===== config.mk =====
export PLATFORM = sky130hd
export DESIGN_NAME = irq_flag_agg
export DESIGN_NICKNAME = d
export VERILOG_FILES = /design/src/rtl/irq_agg_pkg.sv /design/src/rtl/irq_src_decode.sv /design/src/rtl/irq_flag_bank.sv /design/src/rtl/irq_flag_agg.sv
export SDC_FILE = /design/constraint.sdc
export NUM_CORES = 1
export LEC_CHECK = 0
export ABC_CLOCK_PERIOD_IN_PS = 3350
export BUFFER_PORTS_ARGS = -buffer_cell sky130_fd_sc_hd__buf_2
export CORE_UTILIZATION = 60
export DETAILED_ROUTE_END_ITERATION = 7
export PLACE_DENSITY = 0.94
export SLEW_MARGIN = 10
export SYNTH_ARGS = -nofsm -noshare
export SYNTH_HDL_FRONTEND = slang
export SYNTH_SLANG_ARGS = --single-unit

===== constraint.sdc =====
create_clock -name clk -period 3.35 [get_ports clk]
set_input_delay 0.5025 -clock clk [delete_from_list [all_inputs] [get_ports clk]]
set_output_delay 0.5025 -clock clk [all_outputs]
set_load 0.01 [all_outputs]

===== src/rtl/irq_agg_pkg.sv =====
package irq_agg_pkg;
  localparam int REG_W  = 16;
  localparam int ADDR_W = 2;

  typedef enum logic [ADDR_W-1:0] {
    SEL_STATUS = 2'd0,
    SEL_ENABLE = 2'd1,
    SEL_PEND   = 2'd2,
    SEL_NONE   = 2'd3
  } reg_sel_e;
endpackage


===== src/rtl/irq_src_decode.sv =====
module irq_src_decode #(
  parameter int          W         = 16,
  parameter int          NUM_W     = 8,
  parameter int          GROUP_IDX = 1,
  parameter logic [W-1:0] IMPL_MASK = '1
) (
  input  logic             evt_valid,
  input  logic [NUM_W-1:0] evt_num,
  output logic [W-1:0]     set_vec
);
  localparam int POS_W = $clog2(W);

  logic [NUM_W-1:0] grp;
  logic [POS_W-1:0] pos;
  logic             grp_hit;

  assign grp     = evt_num >> POS_W;
  assign pos     = evt_num[POS_W-1:0];
  assign grp_hit = evt_valid && (grp == NUM_W'(GROUP_IDX));

  for (genvar i = 0; i < W; i++) begin : g_bit
    if (IMPL_MASK[i]) begin : g_impl
      assign set_vec[i] = grp_hit && (pos == POS_W'(i));
    end else begin : g_tied
      assign set_vec[i] = 1'b0;
    end
  end
endmodule


===== src/rtl/irq_flag_bank.sv =====
module irq_flag_bank #(
  parameter int           W         = 16,
  parameter logic [W-1:0] IMPL_MASK = '1
) (
  input  logic         clk,
  input  logic         rst_n,
  input  logic [W-1:0] set_vec,
  input  logic         rd_stat,
  input  logic         wr_stat,
  input  logic [W-1:0] wdata,
  output logic [W-1:0] status_q,
  output logic [W-1:0] armed_q
);
  logic [W-1:0] clr_vec;
  logic [W-1:0] status_n;
  logic [W-1:0] armed_n;
  logic         upd_en;

  always_comb begin
    clr_vec  = wr_stat ? (armed_q & ~wdata) : '0;
    status_n = ((status_q & ~clr_vec) | set_vec) & IMPL_MASK;
    armed_n  = ((armed_q & ~clr_vec) | (rd_stat ? status_q : '0)) & IMPL_MASK;
    upd_en   = rd_stat | wr_stat | (|set_vec);
  end

  always_ff @(posedge clk or negedge rst_n) begin
    if (!rst_n) begin
      status_q <= '0;
      armed_q  <= '0;
    end else if (upd_en) begin
      status_q <= status_n;
      armed_q  <= armed_n;
    end
  end
endmodule


===== src/rtl/irq_flag_agg.sv =====
module irq_flag_agg
  import irq_agg_pkg::*;
#(
  parameter int               NUM_W     = 8,
  parameter int               GROUP_IDX = 1,
  parameter logic [REG_W-1:0] IMPL_MASK = 16'h7FFF
) (
  input  logic              clk,
  input  logic              rst_n,
  input  logic              evt_valid,
  input  logic [NUM_W-1:0]  evt_num,
  input  logic              req_valid,
  input  logic              req_write,
  input  logic [ADDR_W-1:0] req_addr,
  input  logic [REG_W-1:0]  req_wdata,
  output logic [REG_W-1:0]  rdata,
  output logic              irq
);
  logic [1:0]       rst_sync_q;
  logic             rst_n_s;
  logic [REG_W-1:0] set_vec;
  logic [REG_W-1:0] status_q;
  logic [REG_W-1:0] armed_q;
  logic [REG_W-1:0] enable_q;
  logic [REG_W-1:0] pend;
  logic [REG_W-1:0] rd_mux;
  logic [REG_W-1:0] rdata_q;
  logic             irq_q;
  logic             rd_op;
  logic             wr_op;
  logic             rd_stat;
  logic             wr_stat;
  logic             wr_en;
  reg_sel_e         sel;

  always_ff @(posedge clk or negedge rst_n) begin
    if (!rst_n) rst_sync_q <= 2'b00;
    else        rst_sync_q <= {rst_sync_q[0], 1'b1};
  end
  assign rst_n_s = rst_sync_q[1];

  irq_src_decode #(
    .W(REG_W), .NUM_W(NUM_W), .GROUP_IDX(GROUP_IDX), .IMPL_MASK(IMPL_MASK)
  ) u_dec (
    .evt_valid(evt_valid), .evt_num(evt_num), .set_vec(set_vec)
  );

  always_comb begin
    sel     = reg_sel_e'(req_addr);
    rd_op   = req_valid && !req_write;
    wr_op   = req_valid && req_write;
    rd_stat = rd_op && (sel == SEL_STATUS);
    wr_stat = wr_op && (sel == SEL_STATUS);
    wr_en   = wr_op && (sel == SEL_ENABLE);
    pend    = status_q & enable_q;
    case (sel)
      SEL_STATUS: rd_mux = status_q;
      SEL_ENABLE: rd_mux = enable_q;
      SEL_PEND:   rd_mux = pend;
      default:    rd_mux = '0;
    endcase
  end

  irq_flag_bank #(
    .W(REG_W), .IMPL_MASK(IMPL_MASK)
  ) u_bank (
    .clk(clk), .rst_n(rst_n_s), .set_vec(set_vec),
    .rd_stat(rd_stat), .wr_stat(wr_stat), .wdata(req_wdata),
    .status_q(status_q), .armed_q(armed_q)
  );

  always_ff @(posedge clk or negedge rst_n_s) begin
    if (!rst_n_s) enable_q <= '0;
    else if (wr_en) enable_q <= req_wdata;
  end

  always_ff @(posedge clk or negedge rst_n_s) begin
    if (!rst_n_s) rdata_q <= '0;
    else if (rd_op) rdata_q <= rd_mux;
  end

  always_ff @(posedge clk or negedge rst_n_s) begin
    if (!rst_n_s) irq_q <= 1'b0;
    else          irq_q <= |pend;
  end

  assign rdata = rdata_q;
  assign irq   = irq_q;
endmodule


**After elaboration in Yosys (flattened, before gate mapping)**

Cells that the tools add are included.

- Register bits: 65
- Logic and storage cells: 62
- Output and inout port bits: 17

- Reduce and logical (&&, ||, !) cells: 26
- Bitwise gates (word level): 10
- Eq/ne operators: 17
- Multiplexer cells: 3

Operators by type and width:

| operator | number |
|---|---|
| $pmux 16 s3 | 1 |
| $and 15x15->15 | 3 |
| $mux 15 | 2 |
| $not 15->15 | 2 |
| $or 15x15->15 | 2 |
| $eq 4x4->1 const B | 7 |
| $logic_and 1x1->1 | 21 |
| $and 15x16->16 | 1 |
| $eq 4x3->1 const B | 4 |
| $reduce_or 16->1 | 1 |
| $reduce_or 15->1 | 1 |
| $eq 4x1->1 const B | 2 |
| $eq 4x2->1 const B | 2 |
| $logic_not 4->1 | 1 |
| $eq 2x1->1 const B | 1 |
| $eq 2x2->1 const B | 1 |
| $logic_not 2->1 | 1 |
| $or 1x1->1 | 2 |
| $logic_not 1->1 | 1 |

**Longest topological paths before layout**

- Depth after elaboration: 6
- Mapped depth: 5

**Cells and area by module**

Synthesis repeated with hierarchy kept, for this count alone.

- Cells, all modules: 266
- Area, all modules: 3231.8 um2

By module, submodules not included:

| module | area an instance (um2) | cells an instance | instances |
|---|---|---|---|
| irq_flag_agg | 1750.4 | 143 | 1 |
| irq_flag_bank | 1247.4 | 97 | 1 |
| irq_src_decode | 234.0 | 26 | 1 |

**Worst setup path after synthesis**

OpenSTA, ideal clock, no wires.

- Path kind: input to register
- From: input port req_addr[0]
- To: register enable_q[0]
- Path buffers: 2
- Data arrival time: 1.349 ns
- Setup slack: 1.875 ns
- Stages on the path: 5
- Cells stage by stage: nor2b_1 buf_2 nand3_4 buf_6 mux2_4

- Word-level cells in the longest chain between the ends: 2

Ends and longest elaborated chain:

| item | RTL line | RTL |
|---|---|---|
| start, declared | irq_flag_agg.sv:14 | `input logic [ADDR_W-1:0] req_addr,` |
| $eq 2x1->1 | irq_flag_agg.sv:54 | `wr_en = wr_op && (sel == SEL_ENABLE);` |
| $logic_and 1x1->1 | irq_flag_agg.sv:54 |  |
| end signal, assigned | irq_flag_agg.sv:74 | `else if (wr_en) enable_q <= req_wdata;` |
| end, declared | irq_flag_agg.sv:24 | `logic [REG_W-1:0] enable_q;` |

Every way passes these cells.
A chain may end at the register's enable or synchronous reset.

**Worst setup path in the final report**

- From: input port req_addr[1]
- To: register enable_q[15]

The elaborated chain is that of the path after synthesis.

==> flow_metrics.py <==
metrics = {
    "power_and_ir_drop": {
        "power_leakage_nw": 1.62,
        "powerDensity_mw_per_mm2": 579,
        "seqPwrFrac_pct": 50.4,
        "finalPower_mw": 1.97,
        "power_switching_mw": 0.522,
        "combPwrFrac_pct": 14.3,
        "vdd_drop_max_mv": 0.357,
        "internal_power_mw": 1.45,
        "switching_share_pct": 26.5,
        "clockPowerShare_pct": 35.3,
    },
    "global_route": {
        "grt_first_pass_wirelength_mm": 10.7,
        "track_usage_pct": 28.1,
        "grt_max_degree": 36,
        "grt_pass1_vias": 2226,
        "grt_antenna_before_repair": 0,
        "grt-ovfl-total": 0,
    },
    "run_status": {
        "status": "complete, no violations",
    },
    "sta": {
        "period_needed_ns": 1.51,
        "setup_ws_ns": 1.84,
        "rsz0062_at_grt": "no",
        "drv_slew": 0,
        "setup_tns_ns": 0,
        "finalSetupViolCount": 0,
        "fin_skew_ns": 0.00429,
        "hold_viol_final": 0,
        "final.period_utilization_pct": 45.0,
        "slew_headroom_pct": 38.4,
        "worst_slew_pin_slew_ns": 0.924,
        "fmax_mhz": 663,
    },
    "clock_tree": {
        "path_clk_slew_ns": 0.07,
        "clock-sinks": 65,
        "cts-htree-levels": 3,
        "cts_buffers": 9,
        "clock_path_buffers": 2,
        "cts_tree": "built",
        "cts_resized": 0,
        "cts-root-buf": "clkbuf_8",
        "clock_latency_ns": 0.35,
    },
    "floorplanning": {
        "die_area_mm2": 0.00514,
        "ios": 48,
        "die_width_um": 71.7,
        "start_util_pct": 64.6,
        "die_h_um": 71.7,
        "rows": 24,
        "core-area_mm2": 0.00450,
    },
    "worst_setup_path": {
        "crit_path_max_fanout": 19,
        "rrSetupSlack_ns": 2.12,
        "worstReg2RegEnd": "irq",
        "cp-start-kind": "primary input",
        "cp-startpoint": "req_addr[1]",
        "cpPeakStageDelay_ns": 0.38,
        "cp_cell_sequence": "buf_2 -> nor2b_1 -> buf_4 -> nand3_4 -> mux2_4",
        "cp.depth": 5,
        "cp_num_buf_inv": 2,
        "critPathSlowestCell": "mux2_4",
        "worstSetupPathType": "primary input to register",
        "cp-end-kind": "register",
        "critical_path.endpoint": "enable_q[15]",
        "timing.rr.start": "enable_q[11]",
        "crit_family": "buffers and inverters",
        "crit_required_ns": 3.58,
        "reg2reg_depth": 3,
        "worstPathArrival_ns": 1.74,
    },
    "drt": {
        "post-route-drc-count": 0,
        "first_pass_iters": 5,
        "wire_per_inst_um": 17.1,
        "drt-initial-drc-count": 244,
        "ant_nets": 0,
        "via_per_inst": 6.11,
        "wl_mm": 6.53,
        "vias": 2333,
    },
    "placed_design": {
        "place_inst": 365,
        "placed_area_mm2": 0.00319,
        "pre_cts_ws_ns": 1.50,
        "hpwl_mm": 4.45,
        "portBuffers": 47,
        "gp_congestion": 0.885,
    },
    "hold_path": {
        "hp-class": "register to async pin",
    },
    "yosys": {
        "ys_seq_area_share_pct": 55.9,
        "synthesis.area_mm2": 0.00291,
        "avgSynthCellArea_um2": 10.6,
        "netlist_instances": 274,
        "synth_warnings": 0,
        "ys_ff_latch": 65,
        "synthesis.nets": 305,
        "synth_cell_type_count": 31,
    },
    "layout": {
        "final_cell_area_mm2": 0.00340,
        "layout_common_cells": "dfrtp_1 (64), o21ai_0 (59), nand2_1 (48)",
        "final_cells": 382,
        "layout_commonest_cell": "dfrtp_1",
        "regArea_mm2": 0.00163,
        "nets": 356,
        "drive_gt1_share_pct": 25.8,
        "multi_input_area_mm2": 0.00122,
        "fillers": 296,
        "synthToLayoutAreaGrowth_pct": 16.9,
        "num_antenna_cells": 0,
    },
    "run": {
        "drv_cap": 0,
    },
}
layout make-up:
type                    count  area share (%)
clock buffers              14            5.07
repair buffers             52            8.09
multi-input cells         196            36.0
flip-flops and latches     65            47.8
inverters                   1           0.110
clock inverters             2            1.03
well taps                  52            1.91
power by group through the flow:
| stage | Sequential (mW) | Combinational, mW | Clock [mW] |
|---|---|---|---|
| 2_1_floorplan | 0.995 | 0.171 | 0 |
| 6_report | 0.993 | 0.281 | 0.696 |
| 3_5_place_dp | 1.00 | 0.276 | 0 |
| 5_1_grt | 1.01 | 0.310 | 0.733 |
| 3_3_place_gp | 0.993 | 0.265 | 0 |
| 4_1_cts | 0.991 | 0.282 | 0.695 |
state kept, by name, summed over array words and instances (netlist names):
name,count
enable_q,16
irq,1
rdata,16
rst_sync_q,2
u_bank.armed_q,15
u_bank.status_q,15
cell families after synthesis:
logic type	synth area share, %
DFF	55.9
other	0.129
and+or+nand+nor	17.5
AOI/OAI and AO/OA	16.9
buffers and inverters	2.11
muxes	7.48
per-layer routing:
layer	up-vias	part of all wire [%]	global-route usage [%]
li1	1079	-	-
met1	1138	43	37.8
met2	100	48	43.5
met3	16	6.6	5.77
met4	0	2.8	14.6
met5	-	0	0
cell usage after synthesis:
| cell | number | area share, % |
|---|---|---|
| a221oi_1 | 1 | 0.30 |
| a222oi_1 | 1 | 0.34 |
| a22o_1 | 1 | 0.30 |
| a22oi_1 | 4 | 1.0 |
| a31oi_1 | 1 | 0.22 |
| a32oi_1 | 14 | 4.2 |
| and3_1 | 1 | 0.22 |
| and3b_1 | 1 | 0.30 |
| buf_1 | 2 | 0.26 |
| buf_2 | 4 | 0.69 |
| buf_6 | 1 | 0.39 |
| clkbuf_1 | 5 | 0.64 |
| conb_1 | 1 | 0.13 |
| dfrtp_1 | 65 | 56 |
| inv_1 | 1 | 0.13 |
| mux2_2 | 6 | 2.3 |
| mux2_4 | 10 | 5.2 |
| nand2_1 | 48 | 6.2 |
| nand2b_1 | 33 | 7.1 |
| nand3_1 | 1 | 0.17 |
| nand3_4 | 1 | 0.60 |
| nand4_1 | 2 | 0.43 |
| nand4b_1 | 2 | 0.60 |
| nand4bb_1 | 1 | 0.39 |
| nor2_1 | 1 | 0.13 |
| nor2b_1 | 2 | 0.43 |
| nor3b_1 | 1 | 0.26 |
| nor4b_2 | 1 | 0.52 |
| o21ai_0 | 59 | 10 |
| o21ai_1 | 2 | 0.34 |
| or2_2 | 1 | 0.22 |
how the worst min path moves through the flow:
stage	to	slack (ns)	depth (start not counted)
2_1_floorplan	rst_sync_q[0]	0.21	0
4_1_cts	rst_sync_q[1]	0.35	0
3_5_place_dp	rst_sync_q[0]	0.29	1
3_3_place_gp	rst_sync_q[0]	0.29	1
5_1_grt	rst_sync_q[1]	0.38	0
6_report	enable_q[4]	0.34	0
what timing repair did:
item | 4_1_cts | 5_1_grt
hold endpoints to repair | 2 | 0
hold buffers | 1 | 0
setup buffers | 0 | 0
per-stage QoR:
stage / hold WS, ns / utilization, %
after floorplan: 0.207 / -
after global placement: 0.287 / 70.7
after detailed placement: 0.290 / 70.7
after CTS: 0.353 / 75.6
after global routing: 0.382 / 75.6
final: 0.340 / 75.6
No activity file was read; power rests on OpenSTA's default activity.
